==> src/rtl/rbk_pkg.sv <==
package rbk_pkg;
  localparam int LINES_PER_WORD = 16;
  localparam int DATA_W         = 32;

  typedef logic [LINES_PER_WORD-1:0] line_word_t;

  // Apply a masked write: bit i follows data[i] only where data[16+i] is set.
  function automatic line_word_t masked_merge(line_word_t old_q, logic [DATA_W-1:0] wd);
    line_word_t en;
    line_word_t nv;
    en = wd[DATA_W-1:LINES_PER_WORD];
    nv = wd[LINES_PER_WORD-1:0];
    return (old_q & ~en) | (nv & en);
  endfunction
endpackage

==> src/rtl/rbk_decode.sv <==
module rbk_decode #(
  parameter int NUM_REGS = 4,
  parameter int ADDR_W   = 8,
  localparam int IDX_W   = (NUM_REGS > 1) ? $clog2(NUM_REGS) : 1
) (
  input  logic              acc_valid,
  input  logic              acc_write,
  input  logic [ADDR_W-1:0] acc_addr,
  output logic [NUM_REGS-1:0] wr_sel,
  output logic [IDX_W-1:0]  rd_idx,
  output logic              in_range,
  output logic              rd_hit,
  output logic              wr_oob
);
  // Byte address to word index; the two low bits fall away.
  function automatic logic [ADDR_W-1:0] word_of(logic [ADDR_W-1:0] a);
    return a >> 2;
  endfunction

  logic [ADDR_W-1:0] word_full;

  always_comb begin
    word_full = word_of(acc_addr);
    in_range  = int'(word_full) < NUM_REGS;
    rd_idx    = word_full[IDX_W-1:0];
    rd_hit    = acc_valid && !acc_write && in_range;
    wr_oob    = acc_valid && acc_write && !in_range;
  end

  for (genvar k = 0; k < NUM_REGS; k++) begin : g_sel
    assign wr_sel[k] = acc_valid && acc_write && in_range && (int'(word_full) == k);
  end
endmodule

==> src/rtl/rbk_word.sv <==
module rbk_word
  import rbk_pkg::*;
#(
  parameter line_word_t INIT = '0
) (
  input  logic              clk,
  input  logic              rst_n,
  input  logic              we,
  input  logic [DATA_W-1:0] wdata,
  output line_word_t        q
);
  always_ff @(posedge clk or negedge rst_n) begin
    if (!rst_n)  q <= INIT;
    else if (we) q <= masked_merge(q, wdata);
  end
endmodule

==> src/rtl/rbk_rdport.sv <==
module rbk_rdport
  import rbk_pkg::*;
#(
  parameter int NUM_REGS = 4,
  localparam int IDX_W     = (NUM_REGS > 1) ? $clog2(NUM_REGS) : 1,
  localparam int NUM_LINES = NUM_REGS * LINES_PER_WORD
) (
  input  logic                 clk,
  input  logic                 rst_n,
  input  logic                 acc_valid,
  input  logic                 rd_hit,
  input  logic [IDX_W-1:0]     rd_idx,
  input  logic [NUM_LINES-1:0] lines,
  output logic [DATA_W-1:0]    rdata,
  output logic                 ready
);
  line_word_t sel_word;

  always_comb begin
    sel_word = '0;
    if (rd_hit) sel_word = lines[int'(rd_idx)*LINES_PER_WORD +: LINES_PER_WORD];
  end

  always_ff @(posedge clk or negedge rst_n) begin
    if (!rst_n) begin
      rdata <= '0;
      ready <= 1'b0;
    end else begin
      rdata <= {{(DATA_W-LINES_PER_WORD){1'b0}}, sel_word};
      ready <= acc_valid;
    end
  end
endmodule

==> src/rtl/rbk_top.sv <==
module rbk_top
  import rbk_pkg::*;
#(
  parameter int NUM_REGS = 4,
  parameter int ADDR_W   = 8,
  parameter logic [NUM_REGS*16-1:0] RST_VAL = '0
) (
  input  logic                       clk,
  input  logic                       rst_n,
  input  logic                       acc_valid,
  input  logic                       acc_write,
  input  logic [ADDR_W-1:0]          acc_addr,
  input  logic [31:0]                acc_wdata,
  output logic [31:0]                acc_rdata,
  output logic                       acc_ready,
  output logic [NUM_REGS*16-1:0]     line_rst,
  output logic                       sys_rst
);
  localparam int IDX_W = (NUM_REGS > 1) ? $clog2(NUM_REGS) : 1;

  logic [NUM_REGS-1:0] wr_sel;
  logic [IDX_W-1:0]    rd_idx;
  logic                in_range;
  logic                rd_hit;
  logic                wr_oob;

  rbk_decode #(.NUM_REGS(NUM_REGS), .ADDR_W(ADDR_W)) u_dec (
    .acc_valid(acc_valid),
    .acc_write(acc_write),
    .acc_addr (acc_addr),
    .wr_sel   (wr_sel),
    .rd_idx   (rd_idx),
    .in_range (in_range),
    .rd_hit   (rd_hit),
    .wr_oob   (wr_oob)
  );

  for (genvar k = 0; k < NUM_REGS; k++) begin : g_word
    rbk_word #(.INIT(RST_VAL[k*LINES_PER_WORD +: LINES_PER_WORD])) u_word (
      .clk  (clk),
      .rst_n(rst_n),
      .we   (wr_sel[k]),
      .wdata(acc_wdata),
      .q    (line_rst[k*LINES_PER_WORD +: LINES_PER_WORD])
    );
  end

  rbk_rdport #(.NUM_REGS(NUM_REGS)) u_rd (
    .clk      (clk),
    .rst_n    (rst_n),
    .acc_valid(acc_valid),
    .rd_hit   (rd_hit),
    .rd_idx   (rd_idx),
    .lines    (line_rst),
    .rdata    (acc_rdata),
    .ready    (acc_ready)
  );

  assign sys_rst = line_rst[0];
endmodule

==> config.mk <==
export PLATFORM = sky130hd
export DESIGN_NAME = rbk_top
export DESIGN_NICKNAME = d
export VERILOG_FILES = /design/src/rtl/rbk_pkg.sv /design/src/rtl/rbk_decode.sv /design/src/rtl/rbk_word.sv /design/src/rtl/rbk_rdport.sv /design/src/rtl/rbk_top.sv
export SDC_FILE = /design/constraint.sdc
export NUM_CORES = 1
export LEC_CHECK = 0
export BUFFER_PORTS_ARGS = -buffer_cell sky130_fd_sc_hd__buf_2
export CAP_MARGIN = 40
export CORE_ASPECT_RATIO = 1.5
export CORE_MARGIN = 2
export CORE_UTILIZATION = 50
export DETAILED_ROUTE_END_ITERATION = 10
export PLACE_DENSITY_LB_ADDON = 0.25
export SYNTH_ARGS = -nofsm -noshare
export SYNTH_HDL_FRONTEND = slang
export SYNTH_SLANG_ARGS = --single-unit
==> constraint.sdc <==
create_clock -name clk -period 1.5 [get_ports clk]
set_input_delay 0.3 -clock clk [delete_from_list [all_inputs] [get_ports clk]]
set_output_delay 0.3 -clock clk [all_outputs]
set_load 0.01 [all_outputs]
==> run summary, run 1 <==
===============================================================================================
Count of cell types in the netlist                                                           25
Static leakage                                                                       0.00280 µW
Number of placement rows                                                                     40
Pin count of the biggest net entering global routing                                         31
Core ar.                                                                               7910 µm²
Worst clock skew on the final layout                                                    4.88 ps
Initial standard-cell utilization of the core                                             50.6%
Clock input transition at the sequential cells of the worst setup and hold paths          60 ps
Wire length of the first global-routing pass                                            15.7 mm
Maximum level of the CTS H-tree                                                               3
TritonCTS clock tree                                                                      built
Nets                                                                                        486
Number of hold violations in the final report                                                 0
Fraction of final layout cells with drive strength greater than 1                         55.7%
Met2 Resource Use GR                                                                      38.5%
Vias                                                                                       2974
Total grt overflow                                                                            0
Launch point of the worst hold path                                                   acc_valid
Worst IR drop on VDD                                                                   0.698 mV
Worst path arrival time                                                                 1710 ps
Per-cell routed wire length                                                             17.9 µm
Sequential-to-total area share from yosys stat                                            50.7%
Final count of negative-setup-slack endpoints                                                 0
Post-synthesis instance area                                                           4000 µm²
Input/output buffers                                                                        123
Chip Width                                                                              77.0 µm
Post-synthesis sequential element count                                                      81
Slew Limit Fails                                                                              0
Overall power of the completed layout                                                   5160 µW
Area delta synth->final                                                                   29.1%
Post-placement cell count                                                                   532
Maximum clock frequency                                                                 673 MHz
Insertion delay to the later sink of the worst-skew pair                                 330 ps
Count of antenna-violating nets left after detailed routing                                   0
Met3 global-route usage                                                                   5.93%
Worst-case hold path end point                                                       u_rd.ready
Max Cap Violations                                                                            0
Cells on worst reg2reg path                                                                   2
Area taken by multi-input logic gates                                                  1750 µm²
Length of the first detailed-routing pass in iterations                                       4
Warnings, synthesis                                                                           0
Routed vias/inst                                                                           5.39
Last weighted congestion value of the routability-driven placer                           0.781
Worst endpoint required time                                                            1720 ps
Design area                                                                            5160 µm²
Hold depth                                                                                    1
Routed WL                                                                               9.88 mm
Post-Synthesis Cells                                                                        302
Inserted Clock Buffers                                                                        9
Number of top-level pins                                                                    142
Crit path max fanout                                                                          5
Sequential standard cell area                                                          2030 µm²
Final cycle utilization of the critical path                                              99.1%
Non-filler instance count after layout                                                      552
Instance area after placement                                                          4800 µm²
Filler cell count                                                                           627
Clock tree root buffer cell                                                        sky130_fd_sc_hd__clkbuf_16
Sinks on Clock Net                                                                           81
Leading cell type in the layout, fill and taps excluded                            sky130_fd_sc_hd__buf_2
End of the worst register-to-register path                                         u_rd.rdata[4]
Type of the worst setup path                                                       primary input to flip-flop
Number of diodes                                                                              0
Number of global-route vias before repair                                                  3003
Path type of the worst min-delay path                                              primary input to flip-flop
Met1 usage                                                                                30.4%
Drc violations                                                                                0
Min cycle time layout                                                                   1490 ps
Placed wire-length estimate                                                             6.95 mm
Most frequent cells in the layout                                                  122 x sky130_fd_sc_hd__buf_2, 81 x sky130_fd_sc_hd__dfrtp_1, 50 x sky130_fd_sc_hd__mux2_2
Number of antenna violations at the first check in global routing                             0
Outcome                                                                               completed
Deepest clock path buffer count                                                               2
Initial drt markers                                                                         215
Smallest hold slack                                                                      128 ps
Sort of element at the start of the critical path                                  primary input
Die outline height                                                                       114 µm
Element type at the critical path end                                                 flip-flop
Global route hottest layer                                                                 met2
Register-to-register setup slack                                                         330 ps
Die footprint                                                                          8740 µm²
PwrDens                                                                              999 nW/µm²
Global router's overall resource usage                                                    23.6%
Setup repair after global routing missed its margin                                        true
Mean instance size in the synthesized netlist                                          13.2 µm²
===============================================================================================
## per-stage QoR
stage | setup WS, ps | utilization [%] | setup TNS (ps)
3_3_place_gp | -314 | 60.7 | -12890
3_5_place_dp | -378 | 60.7 | -15450
2_1_floorplan | -188 | - | -2400
4_1_cts | 10.2 | 64.9 | 0
6_report | 13.5 | 65.3 | 0
5_1_grt | -9.94 | 65.3 | -25.4
## synthesized netlist by cell type
master	n	area share, %
sky130_fd_sc_hd__buf_2	6	0.75
sky130_fd_sc_hd__nor2_1	1	0.094
sky130_fd_sc_hd__nor3_1	6	0.75
sky130_fd_sc_hd__nand4bb_1	1	0.28
sky130_fd_sc_hd__dfrtp_1	81	51
sky130_fd_sc_hd__nor4_4	1	0.53
sky130_fd_sc_hd__nand3_1	48	6.0
sky130_fd_sc_hd__nor4b_4	1	0.59
sky130_fd_sc_hd__inv_1	16	1.5
sky130_fd_sc_hd__nor3_2	9	2.3
sky130_fd_sc_hd__mux4_2	16	9.0
sky130_fd_sc_hd__and4bb_2	2	0.63
sky130_fd_sc_hd__nor4b_1	1	0.22
sky130_fd_sc_hd__buf_1	1	0.094
sky130_fd_sc_hd__buf_6	2	0.56
sky130_fd_sc_hd__or4b_1	1	0.25
sky130_fd_sc_hd__and3_1	16	2.5
sky130_fd_sc_hd__buf_12	1	0.50
sky130_fd_sc_hd__mux2_2	50	14
sky130_fd_sc_hd__clkbuf_1	6	0.56
sky130_fd_sc_hd__nor3_4	1	0.41
sky130_fd_sc_hd__clkbuf_2	1	0.13
sky130_fd_sc_hd__mux2_1	14	3.9
sky130_fd_sc_hd__buf_4	19	3.6
sky130_fd_sc_hd__conb_1	1	0.094
## worst max-delay path, stage by stage
cell	delay [ps]
sky130_fd_sc_hd__buf_2	100
sky130_fd_sc_hd__or4b_4	580
sky130_fd_sc_hd__buf_4	200
sky130_fd_sc_hd__nor3_2	170
sky130_fd_sc_hd__mux2_2	350
## metal layers
metal  part of all wire (%)  wire [µm]
met1                     41       4020
met2                     51       5000
met3                    7.0        689
met4                    1.8        178
met5                      0          0
## area by class of cell
type | count | area share, %
Clock buffer | 14 | 5.31
Clock inverter | 2 | 0.678
Inverter | 16 | 1.16
Multi-Input combinational cell | 184 | 33.9
Sequential cell | 81 | 39.3
Tap cell | 105 | 2.54
Timing Repair Buffer | 150 | 17.2
## how the worst max path moves through the flow
stage / start / end / slack [ps] / cells after the start
2_1_floorplan: acc_addr[3] / flip-flop / -190 / 5
3_3_place_gp: acc_addr[3] / flip-flop / -310 / 4
3_5_place_dp: acc_addr[3] / flip-flop / -380 / 4
4_1_cts: acc_addr[6] / flip-flop / 10 / 4
5_1_grt: acc_addr[3] / flip-flop / -10 / 5
6_report: acc_addr[3] / flip-flop / 10 / 5
## cells by family after synthesis
family,share of synthesized area [%]
buffers and inverters,7.67
flip-flops,50.7
multiplexers,27.0
other,0.0938
AND/OR/NAND/NOR,14.5
## where the power goes
part	internal [µW]	total, µW	switching, µW
Sequential	2270	2330	62.5
Combinational	263	586	322
Clock	1420	2240	814
Total	3960	5160	1200
## what timing repair did
item / 4_1_cts / 5_1_grt
setup endpoints to repair: 2 / 5
setup buffers: 0 / 3
resized for setup: 2 / 0
pin swaps: 1 / 1
endpoints found under the hold margin: 21 / 0
hold buffers: 1 / 0
Power figures use the tool's default switching activity.
==> inputs of run 2 (changes only) <==
Settings changed: REMOVE_ABC_BUFFERS set to 1.
==> run 2 against run 1 <==
Setup slack gained 32 ps. Clock skew is essentially flat. Fmax grew 2.2%. Largest power group unchanged.
==> run summary, run 2 (synthesis gave the netlist of run 1 again) <==
===============================================================================================
Cell type group with the largest total delay on the critical path                  simple AND/OR/NAND/NOR gates
PwrDens                                                                              987 nW/µm²   -1.2%
Cell with the largest stage delay on the worst path                                sky130_fd_sc_hd__or4b_4
Worst IR drop on VDD                                                                   0.718 mV   +2.8%
Path type of the worst min-delay path                                              primary input to flip-flop
Clock input transition at the sequential cells of the worst setup and hold paths          60 ps   about the same
Static leakage                                                                       0.00278 µW   -0.77%
Worst setup slack before clock tree synthesis                                           -360 ps   +17.5 ps
Number of top-level pins                                                                    142   unchanged
Length of the first detailed-routing pass in iterations                                       5   +1
Sort of element at the start of the critical path                                  primary input
Nets                                                                                        483   -0.62%
Placed wire-length estimate                                                             7.13 mm   +2.6%
Last weighted congestion value of the routability-driven placer                           0.786   +0.67%
Routed WL                                                                               9.98 mm   +0.94%
Sequential standard cell area                                                          2030 µm²   unchanged
Die footprint                                                                          8740 µm²   unchanged
Worst path max stage delay                                                               550 ps   -30 ps
Vias                                                                                       2941   -1.1%
Count of buffers added by post-CTS timing repair for setup                                    0   unchanged
Routed vias/inst                                                                           5.35   -0.75%
Total grt overflow                                                                            0   unchanged
Initial standard-cell utilization of the core                                             50.6%   unchanged
Crit-path cells                                                                    buf_2, or4b_4, buf_6, nor3_2, mux2_2
Chip Width                                                                              77.0 µm   unchanged
End of the worst register-to-register path                                         u_rd.rdata[9]
Input/output buffers                                                                        123   unchanged
Leading cell type in the layout, fill and taps excluded                            sky130_fd_sc_hd__buf_2
Worst path arrival time                                                                 1670 ps   -40 ps
Hold depth                                                                                    1   unchanged
Most frequent cells in the layout                                                  122 x sky130_fd_sc_hd__buf_2, 81 x sky130_fd_sc_hd__dfrtp_1, 50 x sky130_fd_sc_hd__mux2_2
Deepest clock path buffer count                                                               2   unchanged
Crit path max fanout                                                                          9   +4
Post-placement cell count                                                                   532   unchanged
Max Cap Violations                                                                            0   unchanged
Area delta synth->final                                                                   28.1%
Non-filler instance count after layout                                                      550   -0.36%
Global router's overall resource usage                                                    24.0%   +0.41 points
Type of the worst setup path                                                       primary input to flip-flop
Die outline height                                                                       114 µm   unchanged
Element type at the critical path end                                                 flip-flop
Design area                                                                            5120 µm²   -0.82%
Clock tree root buffer cell                                                        sky130_fd_sc_hd__clkbuf_16
Min cycle time layout                                                                   1450 ps   -32.4 ps
Share of the core filled with cells                                                       64.8%   -0.54 points
Core ar.                                                                               7910 µm²   unchanged
Cells on worst reg2reg path                                                                   2   unchanged
Worst-case hold path end point                                                       u_rd.ready
Drc violations                                                                                0   unchanged
Worst endpoint required time                                                            1720 ps   about the same
Number of global-route vias before repair                                                  2947   -1.9%
Final cycle utilization of the critical path                                              96.9%   -2.2 points
Slew Limit Fails                                                                              0   unchanged
Insertion delay to the later sink of the worst-skew pair                                 340 ps   about the same
Count of antenna-violating nets left after detailed routing                                   0   unchanged
Pin count of the biggest net entering global routing                                         49   +58%
Register-to-register setup slack                                                         310 ps   -20 ps
Launch point of the worst hold path                                                   acc_valid
Fraction of final layout cells with drive strength greater than 1                         55.2%   -0.52 points
Wire length of the first global-routing pass                                            15.8 mm   +0.26%
Worst path buffer plus inverter count                                                         2   unchanged
Number of antenna violations at the first check in global routing                             1   +1
Maximum level of the CTS H-tree                                                               3   unchanged
TritonCTS clock tree                                                                      built
Slack of the critical path                                                              45.9 ps   +32.4 ps
Outcome                                                                               completed
Per-cell routed wire length                                                             18.1 µm   +1.3%
Area taken by multi-input logic gates                                                  1750 µm²   about the same
Number of hold violations in the final report                                                 0   unchanged
Filler cell count                                                                           631   +0.64%
Maximum clock frequency                                                                 688 MHz   +2.2%
Inserted Clock Buffers                                                                        9   unchanged
Number of placement rows                                                                     40   unchanged
Initial drt markers                                                                         153   -29%
Cell count along the critical path                                                            5   unchanged
Instance area after placement                                                          4790 µm²   -0.26%
Worst clock skew on the final layout                                                    4.82 ps   -0.0624 ps
Final count of negative-setup-slack endpoints                                                 0   unchanged
Sinks on Clock Net                                                                           81   unchanged
Smallest hold slack                                                                      103 ps   -25.0 ps
===============================================================================================
-- run 2: cell types whose count changed in the layout (fill, tap and decap cells not counted), moves of 2 or more --
cell,before,now
sky130_fd_sc_hd__nor3_2,11,13
sky130_fd_sc_hd__clkbuf_8,3,1
sky130_fd_sc_hd__buf_4,22,18
sky130_fd_sc_hd__buf_6,0,2
sky130_fd_sc_hd__nor3_1,4,2
-- run 2: area by class of cell --
type / count / share of cell area, %
timing repair buffer: 147 / 16.8
clock inverter: 3 / 0.782
clock buffer: 13 / 4.89
sequential: 81 / 39.6
tap: 105 / 2.57
inverter: 16 / 1.17
antenna: 1 / 0.0489
multi-input combinational: 184 / 34.2
-- run 2: stage by stage --
stage	TNS, ps	total power (µW)
floorplan	-11150	2590
global placement	-14940	2930
detailed placement	-16770	2950
CTS	0	5100
global route	-0.181	5250
finish	0	5050
-- run 2: power by group --
| group | total [µW] | internal, µW | switching (µW) |
|---|---|---|---|
| combinational | 578 | 258 | 320 |
| sequential | 2330 | 2270 | 62.3 |
| clock | 2140 | 1330 | 813 |
-- run 2: how the worst max path moves through the flow --
stage                 to         from
6_report       flip-flop  acc_addr[3]
5_1_grt        flip-flop  acc_addr[3]
4_1_cts        flip-flop  acc_addr[3]
3_5_place_dp   flip-flop  acc_addr[3]
3_3_place_gp   flip-flop  acc_addr[3]
2_1_floorplan  flip-flop  acc_addr[3]
-- run 2: layer usage --
layer	wire length [µm]	global-route usage, %	vias up	share of wire [%]
met3	506	4.67	19	5.1
met2	5300	41.1	104	53
met4	272	10.8	0	2.7
met5	0	0	-	0
li1	-	-	1332	-
met1	3900	29.5	1486	39
-- run 2: timing repair --
action,CTS,global route
endpoints found under the setup margin,1,12
endpoints found under the hold margin,27,0
hold buffers,1,0
gates resized for setup,2,5
-- run 2: worst register-to-register path, stage by stage (launching register included) --
cell and delay (ps):
sky130_fd_sc_hd__dfrtp_1 410, sky130_fd_sc_hd__mux4_2 470, sky130_fd_sc_hd__and3_1 200
==> inputs of run 3 (changes only) <==
Settings changed: CORE_UTILIZATION 50 to 46.
==> run 3 against run 2 <==
Routed wire length rose by 1.3%. Critical path depth did not move. Sequential share of layout area fell by 0.68 points. Clock power rose by 19%. Register-to-register slack barely moved. Non-clock buffer count did not move. Cell count rose by 0.18%. Core utilization fell by 2.8 points. Via count rose by 0.31%. Largest cell class unchanged. Highest routed layer unchanged.
==> run summary, run 3 (synthesis gave the netlist of run 1 again) <==
===============================================================================================
Filler cell count                                                                           683   +8.2%
Core ar.                                                                               8410 µm²   +6.4%
Vias                                                                                       2950   +0.31%
Placed wire-length estimate                                                             7.24 mm   +1.5%
Number of diodes                                                                              0   -1
Die outline height                                                                       118 µm   +4.1%
Nets                                                                                        483   unchanged
Worst IR drop on VDD                                                                   0.716 mV   -0.20%
Design area                                                                            5210 µm²   +1.8%
Inserted Clock Buffers                                                                        9   unchanged
Crit path launch                                                                    acc_addr[3]
Max Cap Violations                                                                            0   unchanged
Maximum clock frequency                                                                 677 MHz   -1.6%
Number of antenna violations at the first check in global routing                             0   -1
Share of the core filled with cells                                                       61.9%   -2.8 points
Setup TNS Final                                                                            0 ps   unchanged
Most frequent cells in the layout                                                  122 x sky130_fd_sc_hd__buf_2, 81 x sky130_fd_sc_hd__dfrtp_1, 50 x sky130_fd_sc_hd__mux2_2
Number of placement rows                                                                     41   +2.5%
Leading cell type in the layout, fill and taps excluded                            sky130_fd_sc_hd__buf_2
PwrDens                                                                             1050 nW/µm²   +6.1%
Number of global-route vias before repair                                                  3019   +2.4%
Deepest clock path buffer count                                                               2   unchanged
Wire length of the first global-routing pass                                            16.1 mm   +2.0%
Register-to-register setup slack                                                         320 ps   about the same
Number of top-level pins                                                                    142   unchanged
Total grt overflow                                                                            0   unchanged
Crit path max fanout                                                                         16   +7
Final count of negative-setup-slack endpoints                                                 0   unchanged
End of the worst register-to-register path                                         u_rd.rdata[1]
Die footprint                                                                          9470 µm²   +8.3%
Count of antenna-violating nets left after detailed routing                                   0   unchanged
Maximum level of the CTS H-tree                                                               3   unchanged
Initial drt markers                                                                         131   -14%
Post-placement cell count                                                                   534   +0.38%
Input/output buffers                                                                        123   unchanged
Worst clock skew on the final layout                                                    6.19 ps   +1.37 ps
Global router's overall resource usage                                                    22.7%   -1.3 points
Length of the first detailed-routing pass in iterations                                       4   -1
Worst endpoint required time                                                            1710 ps   about the same
Slew Limit Fails                                                                              0   unchanged
Smallest hold slack                                                                      109 ps   +6.10 ps
Area delta synth->final                                                                   30.3%
Drc violations                                                                                0   unchanged
Pin count of the biggest net entering global routing                                         38   -22%
Worst-case hold path end point                                                       u_rd.ready
Routed vias/inst                                                                           5.35   +0.12%
Hold depth                                                                                    1   unchanged
Chip Width                                                                              80.1 µm   +4.0%
Routed WL                                                                               10.1 mm   +1.3%
Final cycle utilization of the critical path                                              98.5%   +1.6 points
Element type at the critical path end                                                 flip-flop
Non-filler instance count after layout                                                      551   +0.18%
Setup repair after global routing missed its margin                                       false
Clock input transition at the sequential cells of the worst setup and hold paths          60 ps   about the same
Worst path arrival time                                                                 1690 ps   +20 ps
Number of hold violations in the final report                                                 0   unchanged
TritonCTS clock tree                                                                      built
Type of the worst setup path                                                       primary input to flip-flop
Path type of the worst min-delay path                                              primary input to flip-flop
Sinks on Clock Net                                                                           81   unchanged
Sort of element at the start of the critical path                                  primary input
Cells on worst reg2reg path                                                                   2   unchanged
Fraction of final layout cells with drive strength greater than 1                         55.9%   +0.68 points
Launch point of the worst hold path                                                   acc_valid
Outcome                                                                               completed
Clock tree root buffer cell                                                        sky130_fd_sc_hd__clkbuf_16
Insertion delay to the later sink of the worst-skew pair                                 340 ps   about the same
Per-cell routed wire length                                                             18.3 µm   +1.1%
Last weighted congestion value of the routability-driven placer                           0.788   +0.27%
Instance area after placement                                                          4810 µm²   +0.58%
Static leakage                                                                       0.00281 µW   +1.2%
Min cycle time layout                                                                   1480 ps   +23.7 ps
Initial standard-cell utilization of the core                                             47.5%   -3.0 points
===============================================================================================
==> run 3: worst max-delay path by stage <==
stage	slack, ps	cells after the start	end
3_3_place_gp	-350	5	flip-flop
3_5_place_dp	-390	5	flip-flop
6_report	20	5	flip-flop
4_1_cts	10	5	flip-flop
5_1_grt	8	5	flip-flop
2_1_floorplan	-370	3	flip-flop
==> run 3: per-layer routing <==
metal	vias to the layer above	part of all wire, %	track usage [%]
li1	1337	-	-
met1	1479	39	27.4
met2	112	53	37.8
met3	22	6.1	5.73
met4	0	2.4	9.75
met5	-	0	0
==> run 3: timing repair <==
item / 4_1_cts / 5_1_grt
buffers inserted: 0 / 0
endpoints found under the hold margin: 17 / 0
setup endpoints to repair: 3 / 7
hold buffers: 1 / 0
gates resized for setup: 1 / 8
==> run 3: through the flow <==
| stage | setup WS, ps | power (µW) |
|---|---|---|
| 6_report | 22.2 | 5460 |
| 5_1_grt | 8.18 | 5650 |
| 4_1_cts | 13.0 | 5490 |
| 3_5_place_dp | -391 | 2960 |
| 3_3_place_gp | -346 | 2940 |
| 2_1_floorplan | -372 | 2590 |
==> run 3: power by group <==
part | switching [µW] | internal [µW]
Sequential | 63.7 | 2270
Clock | 867 | 1670
Combinational | 322 | 264
Total | 1250 | 4200
==> run 3: area by class of cell <==
class	instances	area, µm²	area share (%)
clock buffers	11	243	4.66
clock inverters	5	103	1.97
inverters	16	60.1	1.15
multi-input cells	184	1760	33.7
flip-flops and latches	81	2030	38.9
well taps	107	134	2.57
repair buffers	147	888	17.0
==> run 3: critical path: stages <==
cell and delay (ps):
sky130_fd_sc_hd__buf_2 110, sky130_fd_sc_hd__or4b_4 550, sky130_fd_sc_hd__buf_12 180, sky130_fd_sc_hd__nor3_2 190
sky130_fd_sc_hd__mux2_1 340
